===== config.mk =====
export PLATFORM = sky130hd
export DESIGN_NAME = pwrup_mode_seq
export DESIGN_NICKNAME = d
export VERILOG_FILES = /design/src/rtl/pwrup_pkg.sv /design/src/rtl/lrck_frame_counter.sv /design/src/rtl/pwrup_ctrl_regs.sv /design/src/rtl/pwrup_timer.sv /design/src/rtl/pwrup_mode_seq.sv
export SDC_FILE = /design/constraint.sdc
export NUM_CORES = 1
export LEC_CHECK = 0
export CORE_MARGIN = 4
export CORE_UTILIZATION = 55
export CTS_CLUSTER_SIZE = 40
export DETAILED_ROUTE_END_ITERATION = 6
export DONT_BUFFER_PORTS = 1
export GPL_TIMING_DRIVEN = 0
export PLACE_DENSITY = 0.71
export SLEW_MARGIN = 15
export SYNTH_ARGS = -nofsm -noshare
export SYNTH_HDL_FRONTEND = slang
export SYNTH_SLANG_ARGS = --single-unit

===== constraint.sdc =====
create_clock -name clk -period 1.8 [get_ports clk]
set_input_delay 0.27 -clock clk [delete_from_list [all_inputs] [get_ports clk]]
set_output_delay 0.27 -clock clk [all_outputs]
set_load 0.02 [all_outputs]

===== src/rtl/pwrup_pkg.sv =====
// Shared types for the power-up mode sequencer.
// Assumes: speed codes are 00 single, 01 double, 1x quad.
package pwrup_pkg;
    typedef enum logic [1:0] {
        ST_WAIT   = 2'd0,
        ST_PWRUP  = 2'd1,
        ST_RUN    = 2'd2,
        ST_LOWPWR = 2'd3
    } seq_state_t;

    localparam logic [1:0] SPD_SINGLE = 2'b00;
    localparam logic [1:0] SPD_DOUBLE = 2'b01;
endpackage


===== src/rtl/lrck_frame_counter.sv =====
// Counts frames of the left/right clock in the system clock domain and
// flags when the speed-dependent frame limit has been reached.
// Assumes: lrck is asynchronous and slower than clk/4; the speed code is
// stable while rst_n is low and is frozen on release.
module lrck_frame_counter
    import pwrup_pkg::*;
#(
    parameter int FRAME_BASE = 512
) (
    input  logic       clk,
    input  logic       rst_n,
    input  logic       lrck,
    input  logic [1:0] speed,
    input  logic       count_en,
    output logic       timeout
);
    localparam int CNT_W = $clog2(FRAME_BASE * 4) + 1;

    logic [2:0]       sync_q;
    logic [1:0]       spd_q;
    logic [CNT_W-1:0] frame_cnt;
    logic [CNT_W-1:0] limit;
    logic             rise;

    // Two-flop synchronizer plus one delay stage for edge detection.
    always_ff @(posedge clk) begin
        if (!rst_n) sync_q <= '0;
        else        sync_q <= {sync_q[1:0], lrck};
    end

    assign rise = sync_q[1] & ~sync_q[2];

    // Speed code follows the input during reset, frozen afterwards.
    always_ff @(posedge clk) begin
        if (!rst_n) spd_q <= speed;
    end

    // Frame limit selected from the captured speed mode.
    always_comb begin
        if (spd_q == SPD_SINGLE)      limit = CNT_W'(FRAME_BASE);
        else if (spd_q == SPD_DOUBLE) limit = CNT_W'(FRAME_BASE * 2);
        else                          limit = CNT_W'(FRAME_BASE * 4);
    end

    // Saturating frame counter, active only in the wait window.
    always_ff @(posedge clk) begin
        if (!rst_n)
            frame_cnt <= '0;
        else if (count_en && rise && frame_cnt < limit)
            frame_cnt <= frame_cnt + 1'b1;
    end

    assign timeout = (frame_cnt >= limit);
endmodule


===== src/rtl/pwrup_ctrl_regs.sv =====
// Two-bit control register: control-port enable and power-down.
// Assumes: single write port, no read-back; power-down resets to 1.
module pwrup_ctrl_regs #(
    parameter int ADDR_W    = 4,
    parameter int CTRL_ADDR = 2
) (
    input  logic              clk,
    input  logic              rst_n,
    input  logic              wr_en,
    input  logic [ADDR_W-1:0] wr_addr,
    input  logic [1:0]        wr_data,
    output logic              cp_en,
    output logic              pdn
);
    localparam logic [ADDR_W-1:0] MY_ADDR = ADDR_W'(CTRL_ADDR);

    // Capture enable and power-down on a write to the control address.
    always_ff @(posedge clk) begin
        if (!rst_n) begin
            cp_en <= 1'b0;
            pdn   <= 1'b1;
        end else if (wr_en && wr_addr == MY_ADDR) begin
            cp_en <= wr_data[1];
            pdn   <= wr_data[0];
        end
    end
endmodule


===== src/rtl/pwrup_timer.sv =====
// Counts system clocks during power-up and flags completion.
// Assumes: PWRUP_CYCLES >= 2; clr holds the count at zero.
module pwrup_timer #(
    parameter int PWRUP_CYCLES = 5000
) (
    input  logic clk,
    input  logic rst_n,
    input  logic clr,
    output logic done
);
    localparam int TW = $clog2(PWRUP_CYCLES) + 1;
    localparam logic [TW-1:0] LAST = TW'(PWRUP_CYCLES - 1);

    logic [TW-1:0] cnt;

    // Free-running count while enabled, holding at the terminal value.
    always_ff @(posedge clk) begin
        if (!rst_n || clr) cnt <= '0;
        else if (cnt != LAST) cnt <= cnt + 1'b1;
    end

    assign done = (cnt == LAST);
endmodule


===== src/rtl/pwrup_mode_seq.sv =====
// Power-up mode sequencer: races a frame timeout against a control-port
// enable write, then sequences power-up in hardware or software mode.
// Assumes: synchronous active-low reset; lrck asynchronous to clk.
module pwrup_mode_seq
    import pwrup_pkg::*;
#(
    parameter int FRAME_BASE   = 512,
    parameter int PWRUP_CYCLES = 5000,
    parameter int ADDR_W       = 4,
    parameter int CTRL_ADDR    = 2
) (
    input  logic              clk,
    input  logic              rst_n,
    input  logic              lrck,
    input  logic [1:0]        speed,
    input  logic [3:0]        strap,
    input  logic              wr_en,
    input  logic [ADDR_W-1:0] wr_addr,
    input  logic [1:0]        wr_data,
    output logic              low_power,
    output logic              ctl_mode,
    output logic [3:0]        strap_cfg,
    output logic              ref_en,
    output logic              ready
);
    seq_state_t state;
    logic       sw_q;
    logic [3:0] strap_q;
    logic       cp_en, pdn, timeout, tmr_done, go_sw, tmr_clr;

    pwrup_ctrl_regs #(.ADDR_W(ADDR_W), .CTRL_ADDR(CTRL_ADDR)) u_regs (
        .clk(clk), .rst_n(rst_n), .wr_en(wr_en), .wr_addr(wr_addr),
        .wr_data(wr_data), .cp_en(cp_en), .pdn(pdn)
    );

    lrck_frame_counter #(.FRAME_BASE(FRAME_BASE)) u_frames (
        .clk(clk), .rst_n(rst_n), .lrck(lrck), .speed(speed),
        .count_en(state == ST_WAIT), .timeout(timeout)
    );

    // Switch to software mode whenever the enable is seen in hardware mode.
    assign go_sw   = cp_en && !sw_q;
    assign tmr_clr = (state != ST_PWRUP) || go_sw;

    pwrup_timer #(.PWRUP_CYCLES(PWRUP_CYCLES)) u_timer (
        .clk(clk), .rst_n(rst_n), .clr(tmr_clr), .done(tmr_done)
    );

    // Mode and power-state sequencing.
    always_ff @(posedge clk) begin
        if (!rst_n) begin
            state   <= ST_WAIT;
            sw_q    <= 1'b0;
            strap_q <= '0;
        end else if (go_sw) begin
            sw_q    <= 1'b1;
            strap_q <= '0;
            state   <= pdn ? ST_LOWPWR : ST_PWRUP;
        end else if (state == ST_WAIT) begin
            if (timeout) begin
                strap_q <= strap;
                state   <= ST_PWRUP;
            end
        end else if (sw_q && pdn) begin
            state <= ST_LOWPWR;
        end else if (state == ST_LOWPWR && sw_q) begin
            state <= ST_PWRUP;
        end else if (state == ST_PWRUP && tmr_done) begin
            state <= ST_RUN;
        end
    end

    assign low_power = (state == ST_WAIT) || (state == ST_LOWPWR);
    assign ref_en    = (state == ST_PWRUP) || (state == ST_RUN);
    assign ready     = (state == ST_RUN);
    assign ctl_mode  = sw_q;
    assign strap_cfg = strap_q;
endmodule


==> flow_summary.json, run 1 <==
{
  "irDropWorstVdd_uv": 803,
  "drt_iter0_markers": 54,
  "rsz0062_at_grt": "yes",
  "hp-class": "primary input to register",
  "wl_per_cell_um": 14.9,
  "ant_nets": 0,
  "synth_xor_area_frac": 0.0452,
  "floorplan.rows": 21,
  "p_total_mw": 1.89,
  "skew_ns": 0.00328,
  "timing.hold.ws_ns": 0.0293,
  "power.density_nw_per_um2": 847,
  "critical_path.max_fanout": 5,
  "synth_compound_area_frac": 0.118,
  "layout.nets": 258,
  "antenna_cells": 0,
  "switching_power_uw": 599,
  "power_frac_seq": 0.534,
  "critical_path_class": "register to register",
  "drc": 0,
  "finalCriticalPeriod_ns": 1.94,
  "n_fill_cell": 293,
  "p_int_mw": 1.29,
  "layout.cells.non_filler": 279,
  "worstPathArrival_ns": 2.24,
  "dr.pass1.iters": 4,
  "pre_cts_ws_ns": -0.339,
  "async_flop_share": 0,
  "synth_top_area_share": 0.393,
  "clkPwrFrac": 0.233,
  "numCtsBuffers": 5,
  "syn_inst": 215,
  "synthDistinctLibCells": 46,
  "grt_max_degree": 13,
  "antenna_found_initial": 0,
  "viasPerCell": 5.69,
  "end_kind": "register",
  "cts_buffer_depth": 2,
  "seq_area_frac_synth": 0.424,
  "htreeDepth": 2,
  "portBuffers": 0,
  "synth_edf_count": 2,
  "leakage_nw": 0.772,
  "grt_pass1_vias": 1659,
  "pwr-share-comb": 0.233,
  "final_cell_mix": "dfxtp_1, nor2_1, nand2_1, nand3_1, a21oi_1",
  "vias": 1588,
  "synth.area.top_cells": "dfxtp_1, ha_1, nand3_1",
  "synthesis.area_um2": 1940,
  "slew_viol_final": 0,
  "cap_viol_max_count": 0,
  "status": "finished with violations",
  "r2r_setup_slack_ns": -0.14,
  "layout_setup_ws_ns": -0.145,
  "clock-sinks": 40,
  "start_util": 0.576,
  "core-area_um2": 3360,
  "yosys.area_share.simple": 0.278,
  "die_area_um2": 4530,
  "setup_viol": 9,
  "ys.flop_type": "dfxtp_1",
  "yosys.area_share.adder": 0.0646,
  "die_h_um": 67.3,
  "gp_congestion": 0.842,
  "startpoint_type": "register",
  "worstRegToRegCells": 8,
  "synth_nets": 241,
  "period_share": 1.08,
  "worstPathRequired_ns": 2.10,
  "die_w_um": 67.3,
  "wirelength_um": 4160,
  "cts_tree": "built",
  "holdPathStages": 1,
  "violations": "setup timing",
  "timing.fmax_mhz": 514,
  "place_inst": 261,
  "dp_hpwl_um": 2940,
  "drive_gt1_frac": 0.185,
  "area_growth_pct": 15.3,
  "yosys_warnings": 0,
  "overflow": 0,
  "grt_pass1_wl_um": 6930,
  "mostFrequentLayoutCell": "dfxtp_1",
  "tightest_slew_ns": 0.536,
  "finalHoldViolCount": 0,
  "synthMuxAreaShare": 0.0420,
  "path_clk_slew_ns": 0.11,
  "switching_share": 0.317,
  "syn_avg_cell_area_um2": 9.01,
  "clkLatencyLatePin_ns": 0.36,
  "synth_top_family_by_area": "simple AND/OR/NAND/NOR gates",
  "max-slew-margin-rel": 0.643,
  "synth_area_leader_cell": "dfxtp_1",
  "root_buffer": "clkbuf_4",
  "ys_ff_latch": 40,
  "grtUsageTotal": 0.204,
  "io-pin-count": 24
}
## kinds of logic after synthesis
family | count (synthesis)
simple gates | 95
mux | 8
flops | 40
compound gates | 37
fa+ha+maj | 10
xor+xnor | 10
buf+inv | 15
## Yosys cell counts, types with 2 or more instances
library cell / n
o31ai_1: 5
a21oi_1: 15
xor2_1: 7
clkbuf_1: 4
o211ai_1: 2
edfxtp_1: 2
or4_1: 5
inv_1: 10
xnor2_1: 3
and4_1: 2
nand4_1: 4
o21ai_0: 8
and3_1: 3
mux2i_1: 7
nor2_1: 16
nor3_1: 2
dfxtp_1: 38
nand2_1: 17
or3_1: 7
and2_1: 5
nand3_1: 17
ha_1: 10
nand2b_1: 3
## final cells by class
type	count	area, um2	share of cell area
Buffer	3	20.0	0.00896
Clock buffer	7	45.0	0.0202
Clock inverter	1	5.00	0.00224
Inverter	11	41.3	0.0185
Multi-Input combinational cell	160	1150	0.514
Sequential cell	40	828	0.371
Tap cell	46	57.6	0.0258
Timing Repair Buffer	11	87.6	0.0392
## per-stage QoR
step	utilization	cell area, um2	TNS [ns]
after floorplan	-	1940	0
after global placement	0.593	1990	-2.09
after detailed placement	0.593	1990	-3.62
after CTS	0.625	2100	-1.08
after global routing	0.664	2230	-2.09
final	0.664	2230	-0.873
## per-layer routing
layer / vias to the layer above / share of wire / track usage
li1: 804 / - / -
met3: 10 / 0.042 / 0.0582
met4: 0 / 0.020 / 0.0937
met5: - / 0 / 0
met2: 33 / 0.48 / 0.352
met1: 741 / 0.45 / 0.233
## worst paths after layout
check / start / to
worst max-delay path: u_frames.spd_q[1]$_DFFE_PN_ / u_frames.frame_cnt[6]$_SDFFE_PN0P_
worst min-delay path: rst_n / u_frames.sync_q[0]$_SDFF_PN0_
worst max register to register: u_frames.spd_q[1]$_DFFE_PN_ / u_frames.frame_cnt[6]$_SDFFE_PN0P_
worst min register to register: u_frames.sync_q[0]$_SDFF_PN0_ / u_frames.sync_q[1]$_SDFF_PN0_
## critical path, stage by stage, from the launching register on
cell,delay [ns]
edfxtp_1,0.42
inv_2,0.10
nand2_2,0.07
ha_4,0.22
nand3b_1,0.11
nand4_1,0.21
buf_4,0.21
or4_4,0.41
a21oi_2,0.13
## repair_timing
action                                  CTS  global route
endpoints found under the setup margin   27            26
buffers inserted                          3             4
pin swaps                                10            12
hold buffers                              2             1
gates cloned                              0             1
gates resized for setup                   7            19
endpoints found under the hold margin     2             2
## power groups by stage
stage	registers, mW	logic [mW]	clock network [mW]
CTS	1.01	0.368	0.453
finish	1.01	0.441	0.441
global placement	1.02	0.344	0
detailed placement	1.03	0.358	0
global route	1.02	0.486	0.496
floorplan	1.02	0.300	0
## sequential cells by signal, summed over array words and instances, names as in the netlist
register,cells
ctl_mode,1
state,2
strap_cfg,4
u_frames.frame_cnt,12
u_frames.spd_q,2
u_frames.sync_q,3
u_regs.cp_en,1
u_regs.pdn,1
u_timer.cnt,14
(Power assumes the default switching activity.)
==> inputs of run 2 (changes only) <==
Settings changed: CORE_UTILIZATION 55 to 62, PLACE_DENSITY 0.71 to 0.76.
Clock period 1.8 ns to 1.86 ns, I/O delays scaled along.
==> run 2 against run 1 <==
Compared with the run above:
- the flow still finishes with violations (setup timing)
- total power about the same
- critical path depth unchanged
- first-iteration DRC count grew to 2.8 times the previous value
- register-to-register slack better by 0.08 ns
- flip-flop and latch count stayed put
- combinational power fell by 5.7%
- clock skew increased by 0.0032 ns
- clock power increased by 13%
- maximum frequency rose by 0.99%
- sequential share of layout area fell by 1.3 points
- critical endpoint is now u_frames.frame_cnt[5]$_SDFFE_PN0P_
- largest cell class unchanged
- largest power group unchanged
- highest routed layer unchanged
==> flow_summary.json, run 2 (same netlist as run 1, synthesis figures left out) <==
{
  "status": "finished with violations",
  "violations": "setup timing",
  "skew_ns": 0.00643,
  "slew_viol_final": 0,
  "r2r_setup_slack_ns": -0.07,
  "die_h_um": 63.9,
  "drive_gt1_frac": 0.203,
  "critical_path.max_fanout": 4,
  "largest_register_ffs": 14,
  "htreeDepth": 2,
  "timing.fmax_mhz": 519,
  "layout.nets": 257,
  "startpoint_type": "register",
  "portBuffers": 0,
  "slowest_stage": "edfxtp_1",
  "vias": 1634,
  "grtUsageTotal": 0.216,
  "grt_pass1_vias": 1569,
  "pre_cts_ws_ns": -0.312,
  "tightest_slew_ns": 0.573,
  "period_share": 1.04,
  "core-area_um2": 3030,
  "antenna_cells": 0,
  "ant_nets": 0,
  "drt_iter0_markers": 153,
  "n_fill_cell": 209,
  "floorplan.rows": 20,
  "worstPathArrival_ns": 2.21,
  "hp-class": "primary input to register",
  "critical_path_class": "register to register",
  "rr_endpoint": "u_frames.frame_cnt[5]$_SDFFE_PN0P_",
  "end_kind": "register",
  "dp_hpwl_um": 2850,
  "clkPwrFrac": 0.264,
  "root_buffer": "clkbuf_4",
  "final_cell_mix": "dfxtp_1, nand3_1, nor2_1, nand2_1",
  "cap_viol_max_count": 0,
  "power_frac_seq": 0.516,
  "p_int_mw": 1.32,
  "dr.pass1.iters": 4,
  "power.density_nw_per_um2": 823,
  "die_area_um2": 4080,
  "die_w_um": 63.9,
  "setup.worst_path.start": "u_frames.spd_q[1]$_DFFE_PN_",
  "io-pin-count": 24,
  "antenna_found_initial": 0,
  "mostFrequentLayoutCell": "dfxtp_1",
  "cts_buffer_depth": 2,
  "viasPerCell": 5.92,
  "worstRegToRegCells": 8,
  "pwr-share-comb": 0.220,
  "layout_setup_ws_ns": -0.0656,
  "drc": 0,
  "cp_slowest_stage_delay_ns": 0.42,
  "gr-usage-met1": 0.257,
  "rsz0062_at_grt": "yes",
  "switching_power_uw": 569,
  "leakage_nw": 0.791,
  "numCtsBuffers": 5,
  "top_usage_layer": "met2",
  "grtUsageMet2": 0.356,
  "crit_path_end": "u_frames.frame_cnt[5]$_SDFFE_PN0P_",
  "fin_setup_tns_ns": -0.282,
  "path_clk_slew_ns": 0.11,
  "regArea_um2": 822,
  "use_met3": 0.0738,
  "max-slew-margin-rel": 0.618,
  "switching_share": 0.301,
  "place_inst": 259,
  "start_util": 0.640,
  "multiInputGateArea_um2": 1180,
  "cts_tree": "built",
  "irDropWorstVdd_uv": 770,
  "grt_pass1_wl_um": 6910,
  "reg2reg_from": "u_frames.spd_q[1]$_DFFE_PN_",
  "clock-sinks": 40,
  "gp_congestion": 0.833,
  "finalHoldViolCount": 0,
  "overflow": 0,
  "regMostFlops": "u_timer.cnt",
  "worstPathRequired_ns": 2.15,
  "area_growth_pct": 18.7,
  "grt_max_degree": 13,
  "clkLatencyLatePin_ns": 0.35,
  "crit_chain": "inv_2 -> nand2_2 -> ha_4 -> nand3b_1 -> nand4_1 -> buf_2 -> or4_1 -> a21oi_2",
  "setup_viol": 6,
  "wl_per_cell_um": 14.9,
  "layout.cells.non_filler": 276,
  "wirelength_um": 4120,
  "finalCriticalPeriod_ns": 1.93
}
[run 2: cell count changes in the layout (fill, tap and decap cells not counted), moves of 2 or more]
cell	change
a21oi_2	+3
o31ai_1	-2
dfxtp_1	+3
dfxtp_2	-2
o21ai_2	+2
clkbuf_8	+2
o31ai_2	+2
buf_4	-4
o21ai_0	-2
a21oi_1	-4
[run 2: layer usage]
metal,share of wire,wire length (um)
met5,0,0
met4,0.019,78
met3,0.058,239
met2,0.49,2010
met1,0.43,1790
[run 2: cell type report]
class / instances / share of cell area
Clock buffer: 8 / 0.0299
Timing Repair Buffer: 10 / 0.0457
Tap cell: 44 / 0.0240
Multi-Input combinational cell: 160 / 0.515
Sequential cell: 40 / 0.358
Buffer: 3 / 0.00980
Inverter: 11 / 0.0180
[run 2: through the flow]
| stage | total power, mW | utilization | hold slack [ns] | area, um2 |
|---|---|---|---|---|
| 2_1_floorplan | 1.27 | - | 0.368 | 1940 |
| 3_3_place_gp | 1.32 | 0.658 | 0.371 | 1990 |
| 3_5_place_dp | 1.34 | 0.658 | 0.375 | 1990 |
| 4_1_cts | 1.86 | 0.714 | 0.0203 | 2160 |
| 5_1_grt | 2.00 | 0.759 | 0.00639 | 2300 |
| 6_report | 1.89 | 0.759 | 0.0354 | 2300 |
[run 2: what timing repair did]
action / in CTS / in global routing
hold buffers: 3 / 0
hold endpoints to repair: 3 / 0
buffers inserted: 3 / 3
pin swaps: 7 / 19
cloned: 0 / 2
setup endpoints to repair: 18 / 26
resized for setup: 13 / 21
[run 2: worst min path at each step]
stage	cells after the start	startpoint	endpoint
3_5_place_dp	1	rst_n	u_regs.pdn$_SDFFE_PN1P_
6_report	1	rst_n	state[0]$_SDFFE_PN0P_
4_1_cts	1	rst_n	state[0]$_SDFFE_PN0P_
3_3_place_gp	1	rst_n	u_regs.pdn$_SDFFE_PN1P_
2_1_floorplan	1	rst_n	u_regs.pdn$_SDFFE_PN1P_
5_1_grt	1	rst_n	state[0]$_SDFFE_PN0P_
[run 2: worst max-delay path: cells and delay by family, from the launching register on]
family / cells / cell delay, ns
buffers and inverters: 2 / 0.29
adder cells (fa/ha/maj): 1 / 0.24
flip-flops: 1 / 0.42
AO/OA/AOI/OAI: 1 / 0.14
AND/OR/NAND/NOR: 4 / 0.76
[run 2: power by group through the flow]
stage / clock network (mW) / logic (mW) / registers [mW]
final: 0.500 / 0.416 / 0.977
after global routing: 0.559 / 0.451 / 0.985
after CTS: 0.515 / 0.373 / 0.976
after detailed placement: 0 / 0.347 / 0.995
after global placement: 0 / 0.331 / 0.991
after floorplan: 0 / 0.290 / 0.985
